<file path="config.mk">
export PLATFORM = sky130hd
export DESIGN_NAME = pdf_filter
export DESIGN_NICKNAME = d
export VERILOG_FILES = /design/src/rtl/pdf_pkg.sv /design/src/rtl/pdf_regfile.sv /design/src/rtl/pdf_decoder.sv /design/src/rtl/pdf_filter.sv
export SDC_FILE = /design/constraint.sdc
export NUM_CORES = 1
export LEC_CHECK = 0
export CAP_MARGIN = 10
export CELL_PAD_IN_SITES_DETAIL_PLACEMENT = 0
export CELL_PAD_IN_SITES_GLOBAL_PLACEMENT = 2
export CORE_MARGIN = 10
export CORE_UTILIZATION = 29
export CTS_CLUSTER_DIAMETER = 40
export DETAILED_ROUTE_END_ITERATION = 8
export PLACE_DENSITY = 0.78
export RECOVER_POWER = 100
export SETUP_SLACK_MARGIN = 0.4
export SYNTH_ARGS = -nofsm -noshare
export SYNTH_HDL_FRONTEND = slang
export SYNTH_SLANG_ARGS = --single-unit
</file>
<file path="constraint.sdc">
create_clock -name clk -period 2.8 [get_ports clk]
set_clock_uncertainty 0.2 [all_clocks]
set_input_delay 0.42 -clock clk [delete_from_list [all_inputs] [get_ports clk]]
set_output_delay 0.42 -clock clk [all_outputs]
set_load 0.005 [all_outputs]
</file>
<file path="src/rtl/pdf_pkg.sv">
package pdf_pkg;
    localparam int BYTES_PER_WORD = 4;
    localparam int WORD_W         = BYTES_PER_WORD * 8;
    localparam int BIT_PALETTE    = 24;
    localparam int BIT_LOW0B      = 25;
    localparam logic [7:0] INT_REG_BASE = 8'h82;
    localparam logic [7:0] EXP_REG_BASE = 8'h86;

    typedef enum logic [1:0] {
        RA_NONE = 2'd0,
        RA_KEEP = 2'd1,
        RA_FILL = 2'd2
    } reset_act_e;
endpackage

</file>
<file path="src/rtl/pdf_regfile.sv">
module pdf_regfile
    import pdf_pkg::*;
#(
    parameter int         NBYTES   = BYTES_PER_WORD,
    parameter logic [7:0] INT_BASE = INT_REG_BASE,
    parameter logic [7:0] EXP_BASE = EXP_REG_BASE
) (
    input  logic                clk,
    input  logic                rst_n,
    input  logic                soft_rst,
    input  logic                hard_rst,
    input  logic                wr_en,
    input  logic                wr_cop,
    input  logic [7:0]          reg_num,
    input  logic [7:0]          wr_data,
    output logic [7:0]          rd_data,
    output logic [NBYTES*8-1:0] int_word,
    output logic [NBYTES*8-1:0] exp_word
);
    localparam int W = NBYTES * 8;

    logic [W-1:0] int_q, exp_q;
    reset_act_e   act;
    logic         wr_ok;

    // Reset action decision; hard request outranks soft.
    always_comb begin
        if (hard_rst)      act = int_q[W-1] ? RA_KEEP : RA_FILL;
        else if (soft_rst) act = int_q[W-1] ? RA_FILL : RA_KEEP;
        else               act = RA_NONE;
    end

    assign wr_ok = wr_en && !(wr_cop && reg_num[7]);

    always_ff @(posedge clk or negedge rst_n) begin
        if (!rst_n) begin
            int_q <= '1;
            exp_q <= '1;
        end else begin
            unique case (act)
                RA_FILL: int_q <= '1;
                RA_KEEP: ;
                RA_NONE: begin
                    for (int b = 0; b < NBYTES; b++) begin
                        if (wr_ok && reg_num == 8'(INT_BASE + b))
                            int_q[b*8 +: 8] <= wr_data;
                        if (wr_ok && reg_num == 8'(EXP_BASE + b))
                            exp_q[b*8 +: 8] <= wr_data;
                    end
                end
                default: ;
            endcase
        end
    end

    always_comb begin
        rd_data = '0;
        for (int b = 0; b < NBYTES; b++) begin
            if (reg_num == 8'(INT_BASE + b)) rd_data = int_q[b*8 +: 8];
            if (reg_num == 8'(EXP_BASE + b)) rd_data = exp_q[b*8 +: 8];
        end
    end

    assign int_word = int_q;
    assign exp_word = exp_q;

    AST_HARD_FILL: assert property (@(posedge clk) disable iff (!rst_n)
        hard_rst && !int_q[W-1] |=> int_q == '1);
    AST_HARD_KEEP: assert property (@(posedge clk) disable iff (!rst_n)
        hard_rst && int_q[W-1] |=> $stable(int_q));
    AST_SOFT_FILL: assert property (@(posedge clk) disable iff (!rst_n)
        soft_rst && !hard_rst && int_q[W-1] |=> int_q == '1);
    AST_SOFT_KEEP: assert property (@(posedge clk) disable iff (!rst_n)
        soft_rst && !hard_rst && !int_q[W-1] |=> $stable(int_q));
    AST_EXP_HELD: assert property (@(posedge clk) disable iff (!rst_n)
        soft_rst || hard_rst |=> $stable(exp_q));
    AST_COP_REJECT: assert property (@(posedge clk) disable iff (!rst_n)
        wr_en && wr_cop && reg_num[7] && !soft_rst && !hard_rst
        |=> $stable(int_q) && $stable(exp_q));
endmodule

</file>
<file path="src/rtl/pdf_decoder.sv">
module pdf_decoder
    import pdf_pkg::*;
#(
    parameter int W = WORD_W
) (
    input  logic [15:0]  io_addr,
    output logic [W-1:0] hit
);
    always_comb begin
        hit = '0;
        hit[BIT_PALETTE] = (io_addr == 16'hBF3B) || (io_addr == 16'hFF3B);
        hit[BIT_LOW0B]   = (io_addr[7:0] == 8'h0B);
    end
endmodule

</file>
<file path="src/rtl/pdf_filter.sv">
module pdf_filter
    import pdf_pkg::*;
(
    input  logic        clk,
    input  logic        rst_n,
    input  logic        soft_rst,
    input  logic        hard_rst,
    input  logic        reg_wr,
    input  logic        reg_cop,
    input  logic [7:0]  reg_num,
    input  logic [7:0]  reg_wdata,
    output logic [7:0]  reg_rdata,
    input  logic        io_strobe,
    input  logic [15:0] io_addr,
    input  logic        exp_on,
    output logic [31:0] dev_en,
    output logic [31:0] dev_sel,
    output logic        exp_fwd
);
    localparam int W = WORD_W;

    logic [W-1:0] int_word, exp_word, hit;

    pdf_regfile #(
        .NBYTES  (BYTES_PER_WORD),
        .INT_BASE(INT_REG_BASE),
        .EXP_BASE(EXP_REG_BASE)
    ) u_regs (
        .clk     (clk),
        .rst_n   (rst_n),
        .soft_rst(soft_rst),
        .hard_rst(hard_rst),
        .wr_en   (reg_wr),
        .wr_cop  (reg_cop),
        .reg_num (reg_num),
        .wr_data (reg_wdata),
        .rd_data (reg_rdata),
        .int_word(int_word),
        .exp_word(exp_word)
    );

    pdf_decoder #(.W(W)) u_dec (
        .io_addr(io_addr),
        .hit    (hit)
    );

    always_comb begin
        dev_en  = exp_on ? (int_word & exp_word) : int_word;
        dev_sel = io_strobe ? (hit & dev_en) : '0;
        exp_fwd = io_strobe && exp_on && |(hit & ~int_word);
    end

    AST_FWD_NEEDS_BUS: assert property (@(posedge clk) disable iff (!rst_n)
        exp_fwd |-> exp_on && io_strobe);
    AST_SEL_NOT_FWD: assert property (@(posedge clk) disable iff (!rst_n)
        !(exp_fwd && |dev_sel));
    AST_SEL_ONEHOT: assert property (@(posedge clk) disable iff (!rst_n)
        $onehot0(dev_sel));
    AST_SEL_NEEDS_STROBE: assert property (@(posedge clk) disable iff (!rst_n)
        |dev_sel |-> io_strobe);
endmodule

</file>
* Yosys cells after proc, flatten, opt, wreduce, memory -nomap -nowiden
Index checks and enable logic that the tools add are counted.
Storage, ports and cells: bits in registers 64, bits of input ports 40, output and inout bits 73, word-level logic and storage cells 72
Operators by class: equality and inequality tests 16, multiplexer cells 19, bitwise operators 4, reduce and logical (&&, ||, !) cells 25
Operators by type and width (count):
- two-way mux 8 bit | 12
- bitwise AND 26 x 32 -> 32 bit | 2
- == test 8 bit (second input constant) | 8
- two-way mux 32 bit | 2
- case mux 32 bit (2 select lines) | 1
- bitwise AND 32 bit | 1
- == test 16 bit (second input constant) | 2
- NOT 32 bit | 1
- OR reduction 32 bit | 1
- AND reduction 2 bit | 8
- logical AND 1 bit | 12
- == test 8 x 4 -> 1 bit (second input constant) | 1
- two-way mux 2 bit | 4
- != test 2 x 1 -> 1 bit (second input constant) | 4
- == test 2 bit (second input constant) | 1
- logical NOT 2 bit | 1
- nonzero test 2 bit | 1
- logical NOT 1 bit | 1
- logical OR 1 bit | 1

* Depth between registers and ports, before layout
Gate-level depths: netlist of run 1.
depth in word-level cells 9, mapped depth 8, gate-level depth less buffers 5

* By module
Synthesis of run 1 repeated with hierarchy kept, for this count alone.
Second synthesis, totals: cells, all modules 479, area total of the unflattened synthesis 4604.4 um2
Modules (own cells, without submodules):
- pdf_regfile | instances 1, cells an instance 321, area an instance 3569.7 um2, sequential area each 1681.6 um2
- pdf_filter | instances 1, cells an instance 120, area an instance 754.5 um2, sequential area each 0.0 um2
- pdf_decoder | instances 1, cells an instance 38, area an instance 280.3 um2, sequential area each 0.0 um2

* Worst setup path before layout of run 1
Ideal clock, no wire load.
kind input to output, start input reg_num[5], end output reg_rdata[1], data arrival time 1.856 ns, data required time 2.180 ns, setup slack 0.324 ns, cell stages on the path 5, buffers on the path 0, path through or4b_4 -> or4b_4 -> nor2_1 -> a211oi_1 -> o21ai_0
On the way: longest elaborated chain between the ends 9
RTL lines:
- start: declaration | line pdf_filter.sv:10 | input logic [7:0] reg_num,
- == test 8 bit | line pdf_regfile.sv:59 | if (reg_num == 8'(INT_BASE + b)) rd_data = int_q[b*8 +: 8];
- two-way mux 8 bit | line pdf_regfile.sv:59
- two-way mux 8 bit | line pdf_regfile.sv:60 | if (reg_num == 8'(EXP_BASE + b)) rd_data = exp_q[b*8 +: 8];
- two-way mux 8 bit | line pdf_regfile.sv:59
- two-way mux 8 bit | line pdf_regfile.sv:60
- two-way mux 8 bit | line pdf_regfile.sv:59
- two-way mux 8 bit | line pdf_regfile.sv:60
- two-way mux 8 bit | line pdf_regfile.sv:59
- two-way mux 8 bit * | line pdf_regfile.sv:60
- end: declaration | line pdf_filter.sv:12 | output logic [7:0] reg_rdata,
Every way passes the cells marked *; elsewhere a longest branch is shown, timed or not.

* Worst setup path in the final report of run 1
start input reg_num[5], end output reg_rdata[3]
Same word-level chain as after synthesis.

==> impl_metrics.yaml, run 1 <==
placement:
  port_buffers: 81
  gp_congestion: 0.888
  dp_hpwl_mm: 10.1
  place_ws_ps: -693
synth:
  synth_seq_area_share_pct: 43.6
  yosysMostFrequentCell: "dfstp_2"
  synth-main-ff-cell: "dfstp_2"
  yosysTopAreaCell: "dfstp_2"
  syn_area_um2: 3850
  synthCells: 396
  async_flop_share_pct: 100
  yosysTopAreaCellShare_pct: 43.6
  yosys_warnings: 0
  synth_edf_count: 0
  avgSynthCellArea_um2: 9.73
  synth_area_leaders: "dfstp_2 44%, mux2_2 7.3%, o21a_1 6.2%"
  synth_commonest_cells: "64 x dfstp_2, 63 x nor2_1, 44 x a21oi_1"
  yosysUniqueCellTypes: 51
  ys_ff_latch: 64
sta:
  fin_ws_ps: -6.35
  fmax_mhz: 356
  finalHoldViolations: 0
  finalCriticalPeriod_ps: 2810
  rsz0062_at_grt: "true"
  finalCritPeriodShare_pct: 100
  worst_slew_pin_slew_ps: 1570
  fin_setup_tns_ps: -6.35
  setup_viol: 1
  finalMaxSlewViolations: 65
  max_slew_margin_pct: -4.86
global_route:
  grt_max_degree: 65
  grt_overflow: 0
  track_usage_pct: 15.1
  grt_pass1_vias: 3857
  grt_pass1_wl_mm: 21.6
  antenna_found_initial: 1
run:
  max_cap_violations: 1
clocking:
  root_buffer: "clkbuf_16"
  cts_sinks: 64
  htree_levels: 3
  cts_tree: "done"
  postCtsHoldBufs: 0
  clkTransAtPathRegs_ps: 50
  clock_latency_ps: 330
  numCtsBuffers: 9
  cts.path.max_buffers: 2
worst_setup_path:
  end_kind: "output port"
  required_ps: 2180
  cp_max_fo: 3
  critPathKind: "in2out"
  cp-start-kind: "input pin"
  arrival_ps: 2190
detailed_routing:
  drt_iter0_markers: 196
  viasPerCell: 4.92
  wl_per_cell_um: 19.2
  drtAntennaViolNets: 0
  num_vias: 3649
  routed_wl_mm: 14.3
  dr.pass1.iters: 4
  drc: 0
floorplan:
  dieArea_um2: 18300
  io_pins: 113
  core-area_um2: 13100
  start_util_pct: 29.3
  die_height_um: 135
  rows: 42
  fp.dieW_um: 135
layout:
  nets: 600
  areaGrowthSynthToFinish_pct: 55.7
  antennaDiodeCount: 0
  layout-drive-gt1-share_pct: 47.8
power:
  power_mw: 3.16
  cellLeakagePower_nw: 2.43
  p_per_area_nw_per_um2: 526
  peakVddDrop_uv: 217
min_path:
  min_path_type: "reg2reg"
status:
  violations: "capacitance limit, slew limit, setup timing"
  status: "complete, but fails checks"
[final cells by class]
type,instances,area (um2)
timing repair buffer,174,1430
fill,1272,7140
inverter,1,5.00
multi-input combinational,310,2300
clock inverter,5,103
clock buffer,11,253
tap,176,220
sequential,64,1680
[through the flow]
| stage | hold WS [ps] | instances | util [%] | cell area (um2) |
|---|---|---|---|---|
| final | 290 | 741 | 45.7 | 6000 |
| after global routing | 306 | 741 | 45.7 | 6000 |
| after CTS | 313 | 737 | 45.7 | 6000 |
| after detailed placement | 302 | 703 | 39.8 | 5230 |
| after global placement | 298 | 703 | 39.8 | 5230 |
| after floorplan | 72.2 | 425 | - | 3970 |
[flip-flops by register name (all words and copies together) (netlist names)]
| name | count |
|---|---|
| u_regs.exp_word | 32 |
| u_regs.int_word | 32 |
[cell usage in the layout, fill, tap and decap left out, types with 3 or more instances in the layout]
cell             netlist  final
a21oi_1               44     27
a21oi_2                2     19
a22oi_1                8      8
buf_2                  3     14
buf_4                 30     51
buf_6                  1     22
bufinv_16              0      3
clkbuf_1              14     11
clkbuf_16              0      9
clkbuf_2               0     12
clkdlybuf4s50_1        0     21
conb_1                 1     30
dfstp_2               64     64
dlygate4sd2_1          0     13
dlygate4sd3_1          0     27
mux2_1                 8      7
mux2_2                25     10
mux2_4                 0     16
mux2i_1                5      5
nand2_1               19     17
nor2_1                63     48
nor2_2                 2      3
nor2_4                 0     14
nor2b_1                4      4
nor3_2                 2      3
o21a_1                32     32
o21ai_0               11      7
o21ai_1                0      4
o22a_1                 3      3
o22ai_1                5      4
o32a_1                 3      3
o32ai_1                4      4
[critical path, stage by stage]
cell and delay (ps):
buf_6 90, or4b_4 570, or4b_4 520, buf_6 140, nor2_1 110, a211oi_2 50, o21ai_2 130, buf_2 140
[final timing paths]
path | start | end | slack, ps | cells past startpoint
worst max-delay path | reg_num[5] | reg_rdata[3] | -6 | 8
worst min-delay path | u_regs.int_word[21] | u_regs.int_word[21] | 290 | 2
min in group asynchronous | rst_n | u_regs.int_word[25] | 960 | 2
worst max register to register | u_regs.int_word[31] | u_regs.int_word[14] | 800 | 6
worst min register to register | u_regs.int_word[21] | u_regs.int_word[21] | 290 | 2
max in group asynchronous | rst_n | u_regs.int_word[10] | 1380 | 2
[layer usage]
layer / GRT usage (%) / routed length, um / vias to the layer above
met4: 6.16 / 355 / 2
met2: 23.0 / 6390 / 131
met3: 4.27 / 984 / 32
met5: 0 / 15 / -
li1: - / - / 1705
met1: 19.7 / 6510 / 1779
[power breakdown]
| group | leakage, nW | total, mW | internal, mW | switching (mW) |
|---|---|---|---|---|
| sequential | 0.667 | 1.15 | 1.07 | 0.0852 |
| clock | 0.172 | 1.32 | 0.916 | 0.409 |
| combinational | 1.59 | 0.679 | 0.331 | 0.348 |
| total | 2.43 | 3.16 | 2.31 | 0.842 |
[kinds of logic (layout without fill, tap and decap cells)]
group / count (synthesis) / in the layout / synth area share, %
buffers and inverters: 52 / 191 / 8.28
AND/OR/NAND/NOR: 117 / 118 / 15.3
multiplexers: 38 / 38 / 10.9
AO/OA/AOI/OAI: 124 / 124 / 21.8
flip-flops: 64 / 64 / 43.6
other: 1 / 30 / 0.0973
[repair_timing]
item / 4_1_cts / 5_1_grt
cloned: 3 / 0
endpoints found under the setup margin: 99 / 71
pin swaps: 30 / 27
buffers inserted: 15 / 4
resized for setup: 166 / 67
Note: power is estimated with default switching activity, not from simulation.
==> run 2, diff against run 1 <==
- CAP_MARGIN: 10 -> 5
- CTS_BUF_LIST: unset -> sky130_fd_sc_hd__clkbuf_16
- PLACE_DENSITY: 0.78 -> 0.93
==> impl_metrics.yaml, run 2 (same netlist as run 1, synthesis figures left out) <==
sta:
  finalCriticalPeriod_ps: 2790
  finalMaxSlewViolations: 65
  rsz0062_at_grt: "true"
  finalCritPeriodShare_pct: 99.8
  setup_viol: 0
  finalHoldViolations: 0
  fin_ws_ps: 6.78
  hold_ws_ps: 306
  max_slew_margin_pct: -4.99
  worst_slew_pin_slew_ps: 1570
  fmax_mhz: 358
worst_setup_path:
  r2r_setup_slack_ps: 790
  arrival_ps: 2170
  required_ps: 2180
  critPathKind: "in2out"
  cp_max_fo: 3
  cp-start-kind: "input pin"
  end_kind: "output port"
placement:
  dp_hpwl_mm: 10.1
  gp_congestion: 0.888
  dp.cells: 695
  port_buffers: 81
  place_ws_ps: -684
layout:
  antennaDiodeCount: 0
  stdcell_count: 740
  final_common_cell: "dfstp_2"
  areaGrowthSynthToFinish_pct: 55.9
  nets: 599
  layout-drive-gt1-share_pct: 49.6
  final_cell_mix: "64 x dfstp_2, 48 x buf_4, 41 x nor2_1, 32 x o21a_1, 32 x clkdlybuf4s50_1"
  fillers: 1251
power:
  peakVddDrop_uv: 242
  p_per_area_nw_per_um2: 509
  cellLeakagePower_nw: 2.44
global_route:
  track_usage_pct: 15.4
  grt_overflow: 0
  grt_pass1_wl_mm: 22.1
  grt_max_degree: 65
  grt_pass1_vias: 3787
  antenna_found_initial: 0
floorplan:
  core-area_um2: 13100
  io_pins: 113
  die_height_um: 135
  start_util_pct: 29.3
  dieArea_um2: 18300
  rows: 42
  fp.dieW_um: 135
clocking:
  postCtsHoldBufs: 0
  root_buffer: "clkbuf_16"
  htree_levels: 3
  cts_sinks: 64
  cts.path.max_buffers: 2
  cts_tree: "done"
  numCtsBuffers: 9
  clock_latency_ps: 340
  clkTransAtPathRegs_ps: 50
detailed_routing:
  drc: 0
  routed_wl_mm: 14.7
  num_vias: 3773
  wl_per_cell_um: 19.8
  drt_iter0_markers: 167
  viasPerCell: 5.10
  drtAntennaViolNets: 0
  dr.pass1.iters: 7
min_path:
  min_path_type: "reg2reg"
status:
  status: "complete, but fails checks"
  violations: "capacitance limit, slew limit"
run:
  max_cap_violations: 1
-- run 2: changes by cell type in the layout (fill, tap and decap cells not counted), sizes merged, moves of 3 or more --
cell and change:
buf +3, dlygate4sd3 -20, inv +3, clkdlybuf4s50 +11, clkbuf -4, dlygate4sd2 +8
-- run 2: worst paths after layout --
path	from	cells past startpoint	to
worst max register to register	u_regs.int_word[31]	6	u_regs.int_word[12]
worst min-delay path	u_regs.int_word[0]	2	u_regs.int_word[0]
max in group asynchronous	rst_n	2	u_regs.int_word[29]
min in group asynchronous	rst_n	2	u_regs.int_word[22]
worst max-delay path	reg_num[4]	8	reg_rdata[5]
worst min register to register	u_regs.int_word[0]	2	u_regs.int_word[0]
-- run 2: where the power goes --
| part | switching [mW] | internal, mW | leakage (nW) |
|---|---|---|---|
| logic | 0.370 | 0.363 | 1.61 |
| clock network | 0.398 | 0.764 | 0.161 |
| registers | 0.0974 | 1.07 | 0.667 |
| total | 0.865 | 2.20 | 2.44 |
-- run 2: per-stage QoR --
step | instance area (um2) | utilization (%) | power [mW] | TNS [ps]
after floorplan | 3970 | - | 1.44 | 0
after global placement | 5160 | 39.3 | 1.76 | -14530
after detailed placement | 5160 | 39.3 | 1.78 | -14510
after global routing | 6010 | 45.7 | 3.18 | -439
after CTS | 5900 | 44.9 | 3.02 | -18.8
final | 6010 | 45.7 | 3.06 | 0
-- run 2: timing repair --
| item | in CTS | in global routing |
|---|---|---|
| pin swaps | 30 | 18 |
| setup endpoints to repair | 105 | 63 |
| buffers inserted | 20 | 6 |
| gates resized for setup | 177 | 66 |
| gates cloned | 3 | 0 |
-- run 2: final cells by class --
class,instances,area (um2),area share [%]
Tap cell,176,220,3.66
Multi-Input combinational cell,309,2350,39.1
Inverter,1,5.00,0.0833
Clock buffer,9,225,3.75
Timing Repair Buffer,174,1450,24.1
Clock inverter,7,80.1,1.33
Sequential cell,64,1680,28.0
-- run 2: critical path, cell delays in order --
cell      delay [ps]
buf_6             90
or4b_4           570
or4b_4           520
buf_6            150
nor2_4            70
a211oi_1          50
o21ai_1          160
buf_2            140
-- run 2: routing by layer --
metal,up-vias,share of wire (%),global-route usage [%]
met4,0,2.7,5.62
met2,178,47,25.0
met1,1866,41,19.1
met5,-,0,0
li1,1700,-,-
met3,29,9.3,4.34
